## src/rtl/alu3op_pkg.sv

```systemverilog
// Package: alu3op_pkg
// Shared function-code type for the three-bit ALU. Bit 2 of each code
// selects B or ~B and is also the adder carry-in; bits 1:0 pick the
// result source. This layout is decoded directly by the datapath.
package alu3op_pkg;

    typedef enum logic [2:0] {
        FN_AND    = 3'b000,
        FN_OR     = 3'b001,
        FN_ADD    = 3'b010,
        FN_NONE0  = 3'b011,
        FN_ANDN   = 3'b100,
        FN_ORN    = 3'b101,
        FN_SUB    = 3'b110,
        FN_NONE1  = 3'b111
    } alu_fn_e;

    typedef enum logic [1:0] {
        SRC_AND  = 2'b00,
        SRC_OR   = 2'b01,
        SRC_SUM  = 2'b10,
        SRC_NONE = 2'b11
    } alu_src_e;

endpackage

```

## src/rtl/alu3op_bcond.sv

```systemverilog
// Module: alu3op_bcond
// Conditions the B operand: passes it unchanged or bitwise inverted,
// according to the invert control. Assumes nothing about operand values.
module alu3op_bcond #(
    parameter int WIDTH = 16
) (
    input  logic [WIDTH-1:0] b_i,
    input  logic             inv_i,
    output logic [WIDTH-1:0] b_o
);

    // Select true or inverted operand, bit by bit.
    always_comb begin
        b_o = inv_i ? ~b_i : b_i;
    end

endmodule

```

## src/rtl/alu3op_logic.sv

```systemverilog
// Module: alu3op_logic
// Bitwise AND and OR of A with the already-conditioned B operand.
// Assumes B has been inverted upstream when the complement forms are wanted.
module alu3op_logic #(
    parameter int WIDTH = 16
) (
    input  logic [WIDTH-1:0] a_i,
    input  logic [WIDTH-1:0] b_i,
    output logic [WIDTH-1:0] and_o,
    output logic [WIDTH-1:0] or_o
);

    // Form both logic results in parallel.
    always_comb begin
        and_o = a_i & b_i;
        or_o  = a_i | b_i;
    end

endmodule

```

## src/rtl/alu3op_cla.sv

```systemverilog
// Module: alu3op_cla
// Carry-lookahead adder split into groups of GROUP bits. Each group
// computes its internal carries in flattened lookahead form and exports
// group generate/propagate terms; group carries are chained between
// groups. Reports carry-out and the carry into the sign bit for overflow.
// Assumes WIDTH >= 2; a final short group is allowed.
module alu3op_cla #(
    parameter int WIDTH = 16,
    parameter int GROUP = 4
) (
    input  logic [WIDTH-1:0] a_i,
    input  logic [WIDTH-1:0] b_i,
    input  logic             cin_i,
    output logic [WIDTH-1:0] sum_o,
    output logic             cout_o,
    output logic             ovf_o
);

    localparam int NGRP = (WIDTH + GROUP - 1) / GROUP;

    logic [WIDTH-1:0] gen_w;
    logic [WIDTH-1:0] prop_w;
    logic [WIDTH-1:0] cbit_w;     // carry into each bit
    logic [NGRP-1:0]  grp_g;
    logic [NGRP-1:0]  grp_p;
    logic [NGRP:0]    grp_c;      // carry into each group, last = carry-out

    // Per-bit generate and propagate terms.
    always_comb begin
        gen_w  = a_i & b_i;
        prop_w = a_i ^ b_i;
    end

    // Chain the group carries from group generate/propagate.
    always_comb begin
        grp_c[0] = cin_i;
        for (int k = 0; k < NGRP; k++) begin
            grp_c[k+1] = grp_g[k] | (grp_p[k] & grp_c[k]);
        end
    end

    for (genvar gi = 0; gi < NGRP; gi++) begin : g_grp
        localparam int BASE = gi * GROUP;
        localparam int GW   = (WIDTH - BASE < GROUP) ? (WIDTH - BASE) : GROUP;

        logic [GW-1:0] cin_loc;
        logic          gg_loc;
        logic          gp_loc;

        // Flattened lookahead carries inside the group, from its carry-in.
        always_comb begin
            logic term;
            logic run;
            for (int i = 0; i < GW; i++) begin
                term = 1'b0;
                run  = 1'b1;
                for (int j = i - 1; j >= 0; j--) begin
                    term = term | (run & gen_w[BASE+j]);
                    run  = run & prop_w[BASE+j];
                end
                cin_loc[i] = term | (run & grp_c[gi]);
            end
        end

        // Group generate and propagate over all bits of the group.
        always_comb begin
            logic term;
            logic run;
            term = 1'b0;
            run  = 1'b1;
            for (int j = GW - 1; j >= 0; j--) begin
                term = term | (run & gen_w[BASE+j]);
                run  = run & prop_w[BASE+j];
            end
            gg_loc = term;
            gp_loc = run;
        end

        assign cbit_w[BASE +: GW] = cin_loc;
        assign grp_g[gi]          = gg_loc;
        assign grp_p[gi]          = gp_loc;
    end

    // Sum bits and sign-column flags.
    always_comb begin
        sum_o  = prop_w ^ cbit_w;
        cout_o = grp_c[NGRP];
        ovf_o  = grp_c[NGRP] ^ cbit_w[WIDTH-1];
    end

endmodule

```

## src/rtl/alu3op_outsel.sv

```systemverilog
// Module: alu3op_outsel
// Chooses the result from the AND, OR or sum path by the low two function
// bits; the fourth source yields zeros. Arithmetic flags pass only for the
// sum source. Derives the zero flag from the chosen result.
module alu3op_outsel
    import alu3op_pkg::*;
#(
    parameter int WIDTH = 16
) (
    input  logic [1:0]       sel_i,
    input  logic [WIDTH-1:0] and_i,
    input  logic [WIDTH-1:0] or_i,
    input  logic [WIDTH-1:0] sum_i,
    input  logic             cout_i,
    input  logic             ovf_i,
    output logic [WIDTH-1:0] y_o,
    output logic             carry_o,
    output logic             ovf_o,
    output logic             zero_o
);

    alu_src_e src;
    assign src = alu_src_e'(sel_i);

    // Result multiplexer and flag gating.
    always_comb begin
        y_o     = '0;
        carry_o = 1'b0;
        ovf_o   = 1'b0;
        unique case (src)
            SRC_AND:  y_o = and_i;
            SRC_OR:   y_o = or_i;
            SRC_SUM: begin
                y_o     = sum_i;
                carry_o = cout_i;
                ovf_o   = ovf_i;
            end
            default:  y_o = '0;
        endcase
        zero_o = ~|y_o;
    end

endmodule

```

## src/rtl/alu3op.sv

```systemverilog
// Module: alu3op (top)
// Combinational ALU selected by a 3-bit function code. Bit 2 inverts B
// for every operation and is the adder carry-in; bits 1:0 select AND,
// OR, sum or zeros. No clock or reset: outputs settle from inputs.
module alu3op #(
    parameter int WIDTH = 16,
    parameter int GROUP = 4
) (
    input  logic [WIDTH-1:0] a_i,
    input  logic [WIDTH-1:0] b_i,
    input  logic [2:0]       fn_i,
    output logic [WIDTH-1:0] y_o,
    output logic             carry_o,
    output logic             ovf_o,
    output logic             zero_o
);

    logic [WIDTH-1:0] b_eff;
    logic [WIDTH-1:0] and_w;
    logic [WIDTH-1:0] or_w;
    logic [WIDTH-1:0] sum_w;
    logic             cout_w;
    logic             ovf_w;

    alu3op_bcond #(.WIDTH(WIDTH)) u_bcond (
        .b_i   (b_i),
        .inv_i (fn_i[2]),
        .b_o   (b_eff)
    );

    alu3op_logic #(.WIDTH(WIDTH)) u_logic (
        .a_i   (a_i),
        .b_i   (b_eff),
        .and_o (and_w),
        .or_o  (or_w)
    );

    alu3op_cla #(.WIDTH(WIDTH), .GROUP(GROUP)) u_cla (
        .a_i    (a_i),
        .b_i    (b_eff),
        .cin_i  (fn_i[2]),
        .sum_o  (sum_w),
        .cout_o (cout_w),
        .ovf_o  (ovf_w)
    );

    alu3op_outsel #(.WIDTH(WIDTH)) u_outsel (
        .sel_i   (fn_i[1:0]),
        .and_i   (and_w),
        .or_i    (or_w),
        .sum_i   (sum_w),
        .cout_i  (cout_w),
        .ovf_i   (ovf_w),
        .y_o     (y_o),
        .carry_o (carry_o),
        .ovf_o   (ovf_o),
        .zero_o  (zero_o)
    );

endmodule

```

## config.mk

```make
export PLATFORM = sky130hd
export DESIGN_NAME = alu3op
export DESIGN_NICKNAME = d
export VERILOG_FILES = /design/src/rtl/alu3op_pkg.sv /design/src/rtl/alu3op_bcond.sv /design/src/rtl/alu3op_logic.sv /design/src/rtl/alu3op_cla.sv /design/src/rtl/alu3op_outsel.sv /design/src/rtl/alu3op.sv
export SDC_FILE = /design/constraint.sdc
export NUM_CORES = 1
export LEC_CHECK = 0
export ABC_AREA = 0
export BUFFER_PORTS_ARGS = -buffer_cell sky130_fd_sc_hd__buf_2
export CORE_UTILIZATION = 40
export DETAILED_ROUTE_END_ITERATION = 8
export PLACE_DENSITY = 0.66
export SLEW_MARGIN = 10
export SYNTH_ARGS = -nofsm -noshare
export SYNTH_HDL_FRONTEND = slang
export SYNTH_SLANG_ARGS = --single-unit
```

## constraint.sdc

```tcl
create_clock -name vclk -period 8.3
set_input_delay 0.83 -clock vclk [all_inputs]
set_output_delay 0.83 -clock vclk [all_outputs]
set_load 0.01 [all_outputs]
```

# After elaboration in Yosys (flattened, before gate mapping)
# Cells that the tools add are included.
# word_totals
out_inout_bits	19
in_bits	35
elab_cells	119
register_bits	0
# op_classes
mux	4
n_eq_ne	2
reduce_logical	3
bitwise	110
# op_table
operator	n
bitwise AND 1 bit	64
case mux 16 bit (3 select lines)	1
bitwise OR 1 bit	40
bitwise XOR 16 bit	2
bitwise AND 16 bit	1
2-to-1 mux 16 bit	1
inverter 16 bit	1
bitwise OR 16 bit	1
OR reduction 16 bit	1
== test 2 x 1 -> 1 bit (second input constant)	1
== test 2 bit (second input constant)	1
logical NOT 2 bit	1
2-to-1 mux 1 bit	2
logical NOT 1 bit	1
bitwise XOR 1 bit	1

# Longest topological paths before layout
# Gate-level depths: netlist of the first run.
# logic_depth
word_depth	18
depth_mapped	18
ltp_nobuf	16

# By module
# A second synthesis of the first run with hierarchy kept.
# unflattened
hier_cells	188
hier_area_um2	1607.8
# by_module_without_submodules
mod	seq_area_each_um2	cells_each	area_per_inst_um2	instances
alu3op_cla	0.0	92	759.5	1
alu3op_outsel	0.0	46	456.7	1
alu3op_logic	0.0	32	220.2	1
alu3op_bcond	0.0	18	171.4	1

# Worst setup path after synthesis of the first run
# Ideal clock, no wire load.
# synth_path
path_type	in2out
from	input fn_i[2]
to	output zero_o
slack_ns	2.372
cell_stages	16
required_time_ns	7.470
n_path_buf	2
t_arrival_ns	5.098
cell_sequence	buf_6 -> buf_1 -> xor2_1 -> inv_1 -> ha_1 -> nand2_1 -> a211o_1 -> a211o_1 -> and2_1 -> fa_1 -> o22ai_1 -> or4_4 -> nor3_2 -> or4b_1 -> or4_1 -> nor4_2
# synth_between
word_cells_on_any_way	101
classes_between	mux (2); bitwise (97); reduce/logical (2)
# synth_lines
item	line	rtl
start, declared	alu3op.sv:11	input logic [2:0] fn_i,
2-to-1 mux 16 bit	alu3op_bcond.sv:14	b_o = inv_i ? ~b_i : b_i;
bitwise XOR 16 bit / bitwise AND 16 bit (equally long branches)	alu3op_cla.sv:31, alu3op_logic.sv:15, alu3op_cla.sv:30	
bitwise AND 1 bit (on tied branches)	alu3op_cla.sv:72, alu3op_cla.sv:73	
bitwise OR 1 bit, or another cell as far along (2 in a row)	alu3op_cla.sv:72	term = term | (run & gen_w[BASE+j]);
bitwise OR 1 bit / bitwise AND 1 bit (equally long branches)	alu3op_cla.sv:72, alu3op_cla.sv:38	
bitwise OR 1 bit	alu3op_cla.sv:38	grp_c[k+1] = grp_g[k] | (grp_p[k] & grp_c[k]);
bitwise AND 1 bit	alu3op_cla.sv:38	
bitwise OR 1 bit	alu3op_cla.sv:38	
bitwise AND 1 bit	alu3op_cla.sv:38	
bitwise OR 1 bit	alu3op_cla.sv:38	
bitwise XOR 16 bit	alu3op_cla.sv:86	sum_o = prop_w ^ cbit_w;
case mux 16 bit (3 select lines) (*)	alu3op_outsel.sv:30	unique case (src)
via y_o[12]	alu3op.sv:12	output logic [WIDTH-1:0] y_o,
OR reduction 16 bit (*)	alu3op_outsel.sv:40	zero_o = ~|y_o;
logical NOT 1 bit (*)	alu3op_outsel.sv:40	
end, declared	alu3op.sv:15	output logic zero_o
# The timed path passes the listed nets; every way through them passes the cells marked *.

# Worst setup path in the final report of the first run
# layout_path
from	input fn_i[2]
to	output zero_o
# layout_between
elab_chain_len	17
word_cells_on_any_way	101
classes_between	mux (2); bitwise (97); reduce/logical (2)
# layout_lines
item	line	rtl
2-to-1 mux 16 bit	alu3op_bcond.sv:14	
bitwise XOR 16 bit / bitwise AND 16 bit (equally long branches)	alu3op_cla.sv:31, alu3op_logic.sv:15, alu3op_cla.sv:30	
bitwise AND 1 bit (on tied branches)	alu3op_cla.sv:72, alu3op_cla.sv:73	
bitwise OR 1 bit, or another cell as far along (2 in a row)	alu3op_cla.sv:72	
bitwise OR 1 bit / bitwise AND 1 bit (equally long branches)	alu3op_cla.sv:72, alu3op_cla.sv:38	
bitwise OR 1 bit	alu3op_cla.sv:38	
bitwise AND 1 bit	alu3op_cla.sv:38	
bitwise OR 1 bit	alu3op_cla.sv:38	
bitwise AND 1 bit	alu3op_cla.sv:38	
bitwise OR 1 bit	alu3op_cla.sv:38	
bitwise AND 1 bit	alu3op_cla.sv:61	cin_loc[i] = term | (run & grp_c[gi]);
bitwise OR 1 bit	alu3op_cla.sv:61	
bitwise XOR 16 bit	alu3op_cla.sv:86	
case mux 16 bit (3 select lines) (*)	alu3op_outsel.sv:30	
OR reduction 16 bit (*)	alu3op_outsel.sv:40	
logical NOT 1 bit (*)	alu3op_outsel.sv:40	
# Mark *: on every way between the ends. The rest lies on a longest branch, timed or not.

==> PnR_summary.wiki, run 1 <==
{| class="wikitable"
! Metric !! Value
|-
| Leading cell types in the layout, fill and taps excluded || buf_2 (54), inv_1 (34), ha_1 (32)
|-
| RSZ-0062 raised after global routing || false
|-
| Number of instances in the synthesized netlist || 210
|-
| First-pass iteration count of the detailed router || 4
|-
| Fin util || between 40% and 50%
|-
| Met3 layer usage reported by global route || less than 1%
|-
| Overall power consumption || about 140 uW
|-
| Maximum clock rate || around 0.16 GHz
|-
| Commonest non-fill, non-tap cell in the layout || buf_2
|-
| Initial standard-cell utilization of the core || between 40% and 50%
|-
| Critical path class || in -> out
|-
| Worst stage delay on the critical path || 550 ps
|-
| Die outline area || roughly 4000 sq um
|-
| Post-Place Worst Slack || ~2000 ps
|-
| Cells along the critical path || buf_2, xor2_1, inv_1, ha_1, and2_1, nand3_1, a211o_1, a211o_1, and2_1, fa_1, o22ai_1, or4_4, nor3_2, or4b_1, or4_1, nor4_2, buf_2
|-
| Count of boundary I/O pins || 54
|-
| Worst relative slew slack || about two thirds
|-
| Number of nets in the final layout || between 300 and 400
|-
| CTS-repair resized insts || 0
|-
| Flip-flop and latch area || 0 sq um
|-
| Share of the synthesized area in the top cell type || a little over a quarter
|-
| Antenna violations before repair || 0
|-
| Die Y-Extent || 63.6 microns
|-
| Global placer's final weighted congestion || between 0.8 and 0.9
|-
| Final clock period utilization by the worst path || approximately 75%
|-
| Largest net degree at the start of global routing || 31
|-
| # port buffers || 54
|-
| Max-slew violation count || 0
|-
| Number of core rows || 22
|-
| Fraction of met1 tracks used by global routing || between 20% and 30%
|-
| Total of max-cap violations || 0
|-
| Top cells by area in the synthesized netlist || ha_1 (26%), xor2_1 (12%), inv_1 (8.4%)
|-
| Final total negative setup slack || 0 ps
|-
| Static leakage power || ~1.0 nW
|-
| Worst setup slack after layout || 2040 ps
|-
| Routed wire length || about 3.3 mm
|-
| Post-cts hold buffer count || 0
|-
| All-Layer GR Usage || around 16%
|-
| Count of flip-flops and latches || 0
|-
| Top fanout value on the critical path || 19
|-
| Startpoint type of the worst setup path || primary input
|-
| Busiest layer in global routing || met2
|-
| Area growth syn-to-layout || 18.2%
|-
| Core Area || 3660 sq um
|-
| Setup violation total in the final timing report || 0
|-
| Via density per instance || 5.11
|-
| Width of the die || 63.6 microns
|-
| DRC Markers || 0
|-
| Cell variety after synth || 44
|-
| First-pass GRT wire length || about 5.5 mm
|-
| Global route total overflow || 0
|-
| Via count || approximately 1600
|-
| Worst Max-Slew Pin Slew || slightly above 500 ps
|-
| Layout fillers || 407
|-
| Final routed wire length divided by cell count || ~11 microns
|-
| Multi-input gate area || roughly 1300 sq um
|-
| Cell area power density || 78.9 nW/um^2
|-
| Syn. warnings || 0
|-
| Remaining number of nets flagged by the antenna check after routing || 0
|-
| Layout cells sized above 1 || between 20 and 30%
|-
| Run status || completed
|-
| GRT met2 Usage || 28.3%
|-
| Max VDD drop || 27.4 uV
|-
| Mean Syn Cell Area || roughly 7.2 sq um
|-
| Number of buffers inserted to repair setup after CTS || 0
|-
| Mapped Nets || 280
|-
| Cell type with the largest total area after synthesis || ha_1
|-
| Final-report hold violation count || 0
|-
| Via count of the first global-routing pass || 1250
|-
| CP Data Required Time || between 7000 and 8000 ps
|-
| Clock buffer count || 0
|-
| Cell area after synthesis || about 1500 sq um
|-
| Sequential-to-total area share from yosys stat || 0%
|-
| Final Critical Period || ~6300 ps
|-
| Detailed router's first-iteration violation count || 73
|-
| Critical Path AT || 5430 ps
|-
| Hold Path Class || in -> out
|-
| Cell type of the slowest stage on the worst timing path || or4_4
|-
| Critical path endpoint category || output port
|-
| DP Wirelength || ~2.8 mm
|-
| ANT cells || 0
|}
-- layer usage --
| metal | routed length [microns] | share of wire, % |
|---|---|---|
| met1 | 1640 | 49 |
| met3 | 128 | 3.8 |
| met4 | 0 | 0 |
| met2 | 1570 | 47 |
| met5 | 0 | 0 |
-- kinds of logic after synthesis --
logic type                 share of synthesized area (%)
AOI/OAI and AO/OA                                   23.4
and+or+nand+nor                                     18.9
buffers and inverters                               12.2
adders and majority gates                           30.4
xor gates and xnor gates                            13.9
muxes                                               1.32
-- power breakdown --
part	total, mW	switching (mW)	internal (mW)
registers	0	0	0
logic	0.141	0.0796	0.0619
clock network	0	0	0
total	0.141	0.0796	0.0619
-- cell usage after synthesis (3+ instances only) --
library cell  instances
a21o_1                5
buf_6                 3
xnor2_1               4
clkbuf_1              3
nor2b_1               3
and2_1                5
fa_1                  3
nand2_1              17
o21ai_0              12
xor2_1               20
o22ai_1              10
nand3_1               4
inv_1                34
ha_1                 32
nor2_1                9
a211oi_1              3
a21oi_1               8
-- worst max-delay path: cells and delay by family --
kind                     cells  cell delay, ps
XOR/XNOR                     1             240
AO/OA/AOI/OAI                3             720
buffers and inverters        3             640
AND/OR/NAND/NOR              8            2140
adder cells (fa/ha/maj)      2             840
-- metrics by stage --
stage | area [sq um] | hold slack (ps) | instances
2_1_floorplan | 1520 | 1910 | 210
3_3_place_gp | 1790 | 2200 | 304
3_5_place_dp | 1790 | 2210 | 304
4_1_cts | 1790 | 2210 | 304
5_1_grt | 1790 | 2270 | 304
6_report | 1790 | 2210 | 304
-- area by class of cell --
type / count / area share [%]
repair buffers: 54 / 15.1
multi-input cells: 167 / 74.2
well taps: 48 / 3.35
inverters: 35 / 7.33
-- worst paths after layout --
check / startpoint / to / slack, ps / cells past startpoint
worst max-delay path: fn_i[2] / zero_o / 2040 / 17
worst min-delay path: a_i[15] / carry_o / 2210 / 5
Power figures use the tool's default switching activity.
==> run 2, diff against run 1 <==
PLACE_DENSITY = 0.69   (was 0.66)
clock period = 5.55 ns   (was 8.3 ns; I/O delays follow)
==> run 2 against run 1 <==
Against the previous run:
- cell count up 0.66%
- final area up 5.4%
- largest power group unchanged
- sequential cell count unchanged
- highest routed layer is now met4
- critical path depth unchanged
- global-route usage down 0.34 points
- first-iteration DRC count down 23%
- total power up 56%
==> PnR_summary.wiki, run 2 (synthesis results as in run 1) <==
{| class="wikitable"
! Metric !! Value
|-
| Number of nets in the final layout || 330 (+0.61%)
|-
| Number of buffers inserted to repair setup after CTS || 0 (unchanged)
|-
| Commonest non-fill, non-tap cell in the layout || buf_2
|-
| All-Layer GR Usage || 15.6% (-0.34 points)
|-
| Startpoint type of the worst setup path || primary input
|-
| Uppermost layer routed || met4
|-
| Via count of the first global-routing pass || 1257 (+0.56%)
|-
| Global route total overflow || 0 (unchanged)
|-
| Die outline area || 4040 sq um (unchanged)
|-
| Final Critical Period || about 5400 ps
|-
| Critical path class || in -> out
|-
| Worst relative slew slack || 66.9% (+0.86 points)
|-
| CP Data Required Time || 4990 ps (-2480 ps)
|-
| Total of max-cap violations || 0 (unchanged)
|-
| Max-slew violation count || 0 (unchanged)
|-
| Clock buffer count || 0 (unchanged)
|-
| Static leakage power || 1.02 nW (+2.0%)
|-
| Via count || 1554 (unchanged)
|-
| Dpl cell area || 1810 sq um (+0.84%)
|-
| Met2 routed wirelength || 1.54 mm (-1.8%)
|-
| Detailed router's first-iteration violation count || 56 (-23%)
|-
| Leading cell types in the layout, fill and taps excluded || buf_2 (53), inv_1 (34), ha_1 (29)
|-
| Count of flip-flops and latches || 0 (unchanged)
|-
| Number of core rows || 22 (unchanged)
|-
| Via density per instance || 5.08 (-0.65%)
|-
| # port buffers || 54 (unchanged)
|-
| Worst setup slack after layout || 193 ps (-1850 ps)
|-
| Launch point of the worst hold path || a_i[15]
|-
| Number of cells after detailed placement || 306 (+0.66%)
|-
| Setup violation total in the final timing report || 0 (unchanged)
|-
| Flip-flop and latch area || 0 sq um (unchanged)
|-
| Critical path endpoint category || output port
|-
| Final routed wire length divided by cell count || 10.9 microns (-0.68%)
|-
| Global placer's final weighted congestion || 0.812 (-0.62%)
|-
| Cell type of the slowest stage on the worst timing path || or4_4
|-
| Top fanout value on the critical path || 8 (-11)
|-
| Fin util || 51.6% (+2.6 points)
|-
| Width of the die || 63.6 microns (unchanged)
|-
| Max VDD drop || 41.8 uV (+52%)
|-
| Number of instances on the worst hold path || 5 (unchanged)
|-
| Worst Max-Slew Pin Slew || 497 ps (-12.9 ps)
|-
| Post-route cell area || 1890 sq um (+5.4%)
|-
| Remaining number of nets flagged by the antenna check after routing || 0 (unchanged)
|-
| Final-report hold violation count || 0 (unchanged)
|-
| Hold Path Class || in -> out
|-
| Final total negative setup slack || 0 ps (unchanged)
|-
| Area growth syn-to-layout || 24.6%
|-
| Layout cells sized above 1 || 30.2% (+4.5 points)
|-
| Post-Place Worst Slack || 68.5 ps (-1940 ps)
|-
| Worst stage delay on the critical path || 550 ps (about the same)
|-
| Metal1 wirelength || 1.62 mm (-0.98%)
|-
| Die Y-Extent || 63.6 microns (unchanged)
|-
| Cells along the critical path || buf_4, xor2_2, inv_1, ha_1, and2_4, nand3_1, a211o_1, a211o_1, and2_1, fa_1, o22ai_1, or4_4, nor3_2, or4b_1, or4_1, nor4_2, buf_2
|-
| DP Wirelength || 2.80 mm (-0.71%)
|-
| Top cell by count, worst path || a211o_1
|-
| Met3 WL post-DR || 149 microns (+16%)
|-
| Largest net degree at the start of global routing || 31 (unchanged)
|-
| Final clock period utilization by the worst path || roughly 97%
|-
| Initial standard-cell utilization of the core || 41.4% (unchanged)
|-
| First-pass GRT wire length || 5.35 mm (-2.3%)
|-
| Maximum clock rate || 0.187 GHz
|-
| Count of boundary I/O pins || 54 (unchanged)
|-
| Antenna violations before repair || 0 (unchanged)
|-
| Hold Crit Endpoint || carry_o
|-
| Overall power consumption || 221 uW (+56%)
|-
| Critical Path AT || 4800 ps (-630 ps)
|-
| DRC Markers || 0 (unchanged)
|-
| Run status || completed
|-
| Cell area power density || 117 nW/um^2 (+48%)
|-
| First-pass iteration count of the detailed router || 4 (unchanged)
|-
| ANT cells || 0 (unchanged)
|-
| Routed wire length || 3.33 mm (about the same)
|-
| Core Area || 3660 sq um (unchanged)
|-
| Post-Layout Cell Count || 306 (+0.66%)
|-
| Worst hold-check slack || 1640 ps (-571 ps)
|-
| RSZ-0062 raised after global routing || false
|}
==> run 2: changes by cell type in the layout (fill, tap and decap cells not counted) <==
cell     before  now
xor2_1       20   15
xor2_2        0    5
ha_1         32   29
buf_6         0    2
ha_4          0    2
a21oi_1       8    7
a21oi_2       2    3
and2_1        5    4
and2_4        0    1
buf_2        54   53
buf_4         0    1
ha_2          0    1
==> run 2: routing by layer <==
metal,up-vias,global-route usage (%)
met5,-,0
met4,0,1.14
met3,4,0.543
met2,48,27.7
met1,692,21.4
li1,810,-
==> run 2: report_power, final <==
part | leakage (nW) | switching [mW] | total (mW) | internal, mW
registers | 0 | 0 | 0 | 0
logic | 1.02 | 0.122 | 0.221 | 0.0995
clock network | 0 | 0 | 0 | 0
total | 1.02 | 0.122 | 0.221 | 0.0995
==> run 2: layout make-up <==
class | instances | area [sq um]
repair buffers | 56 | 295
inverters | 35 | 131
fillers | 366 | 1770
well taps | 48 | 60.1
multi-input cells | 167 | 1400
==> run 2: worst max path at each step <==
stage / slack, ps / startpoint / to / depth (start not counted)
6_report: 190 / fn_i[2] / zero_o / 17
5_1_grt: 20 / fn_i[2] / zero_o / 17
4_1_cts: 50 / fn_i[2] / zero_o / 17
3_5_place_dp: 70 / fn_i[2] / zero_o / 17
3_3_place_gp: 150 / fn_i[2] / zero_o / 17
2_1_floorplan: 170 / fn_i[2] / zero_o / 16
==> run 2: worst max-delay path, delay by kind of cell <==
kind | cells | cell delay, ps
AOI/OAI and AO/OA | 3 | 720
buffers and inverters | 3 | 390
and+or+nand+nor | 8 | 2120
xor gates and xnor gates | 1 | 170
adders and majority gates | 2 | 830
==> run 2: repair_timing <==
item	in CTS	in global routing
hold buffers	0	0
endpoints found under the setup margin	0	1
resized for setup	0	14
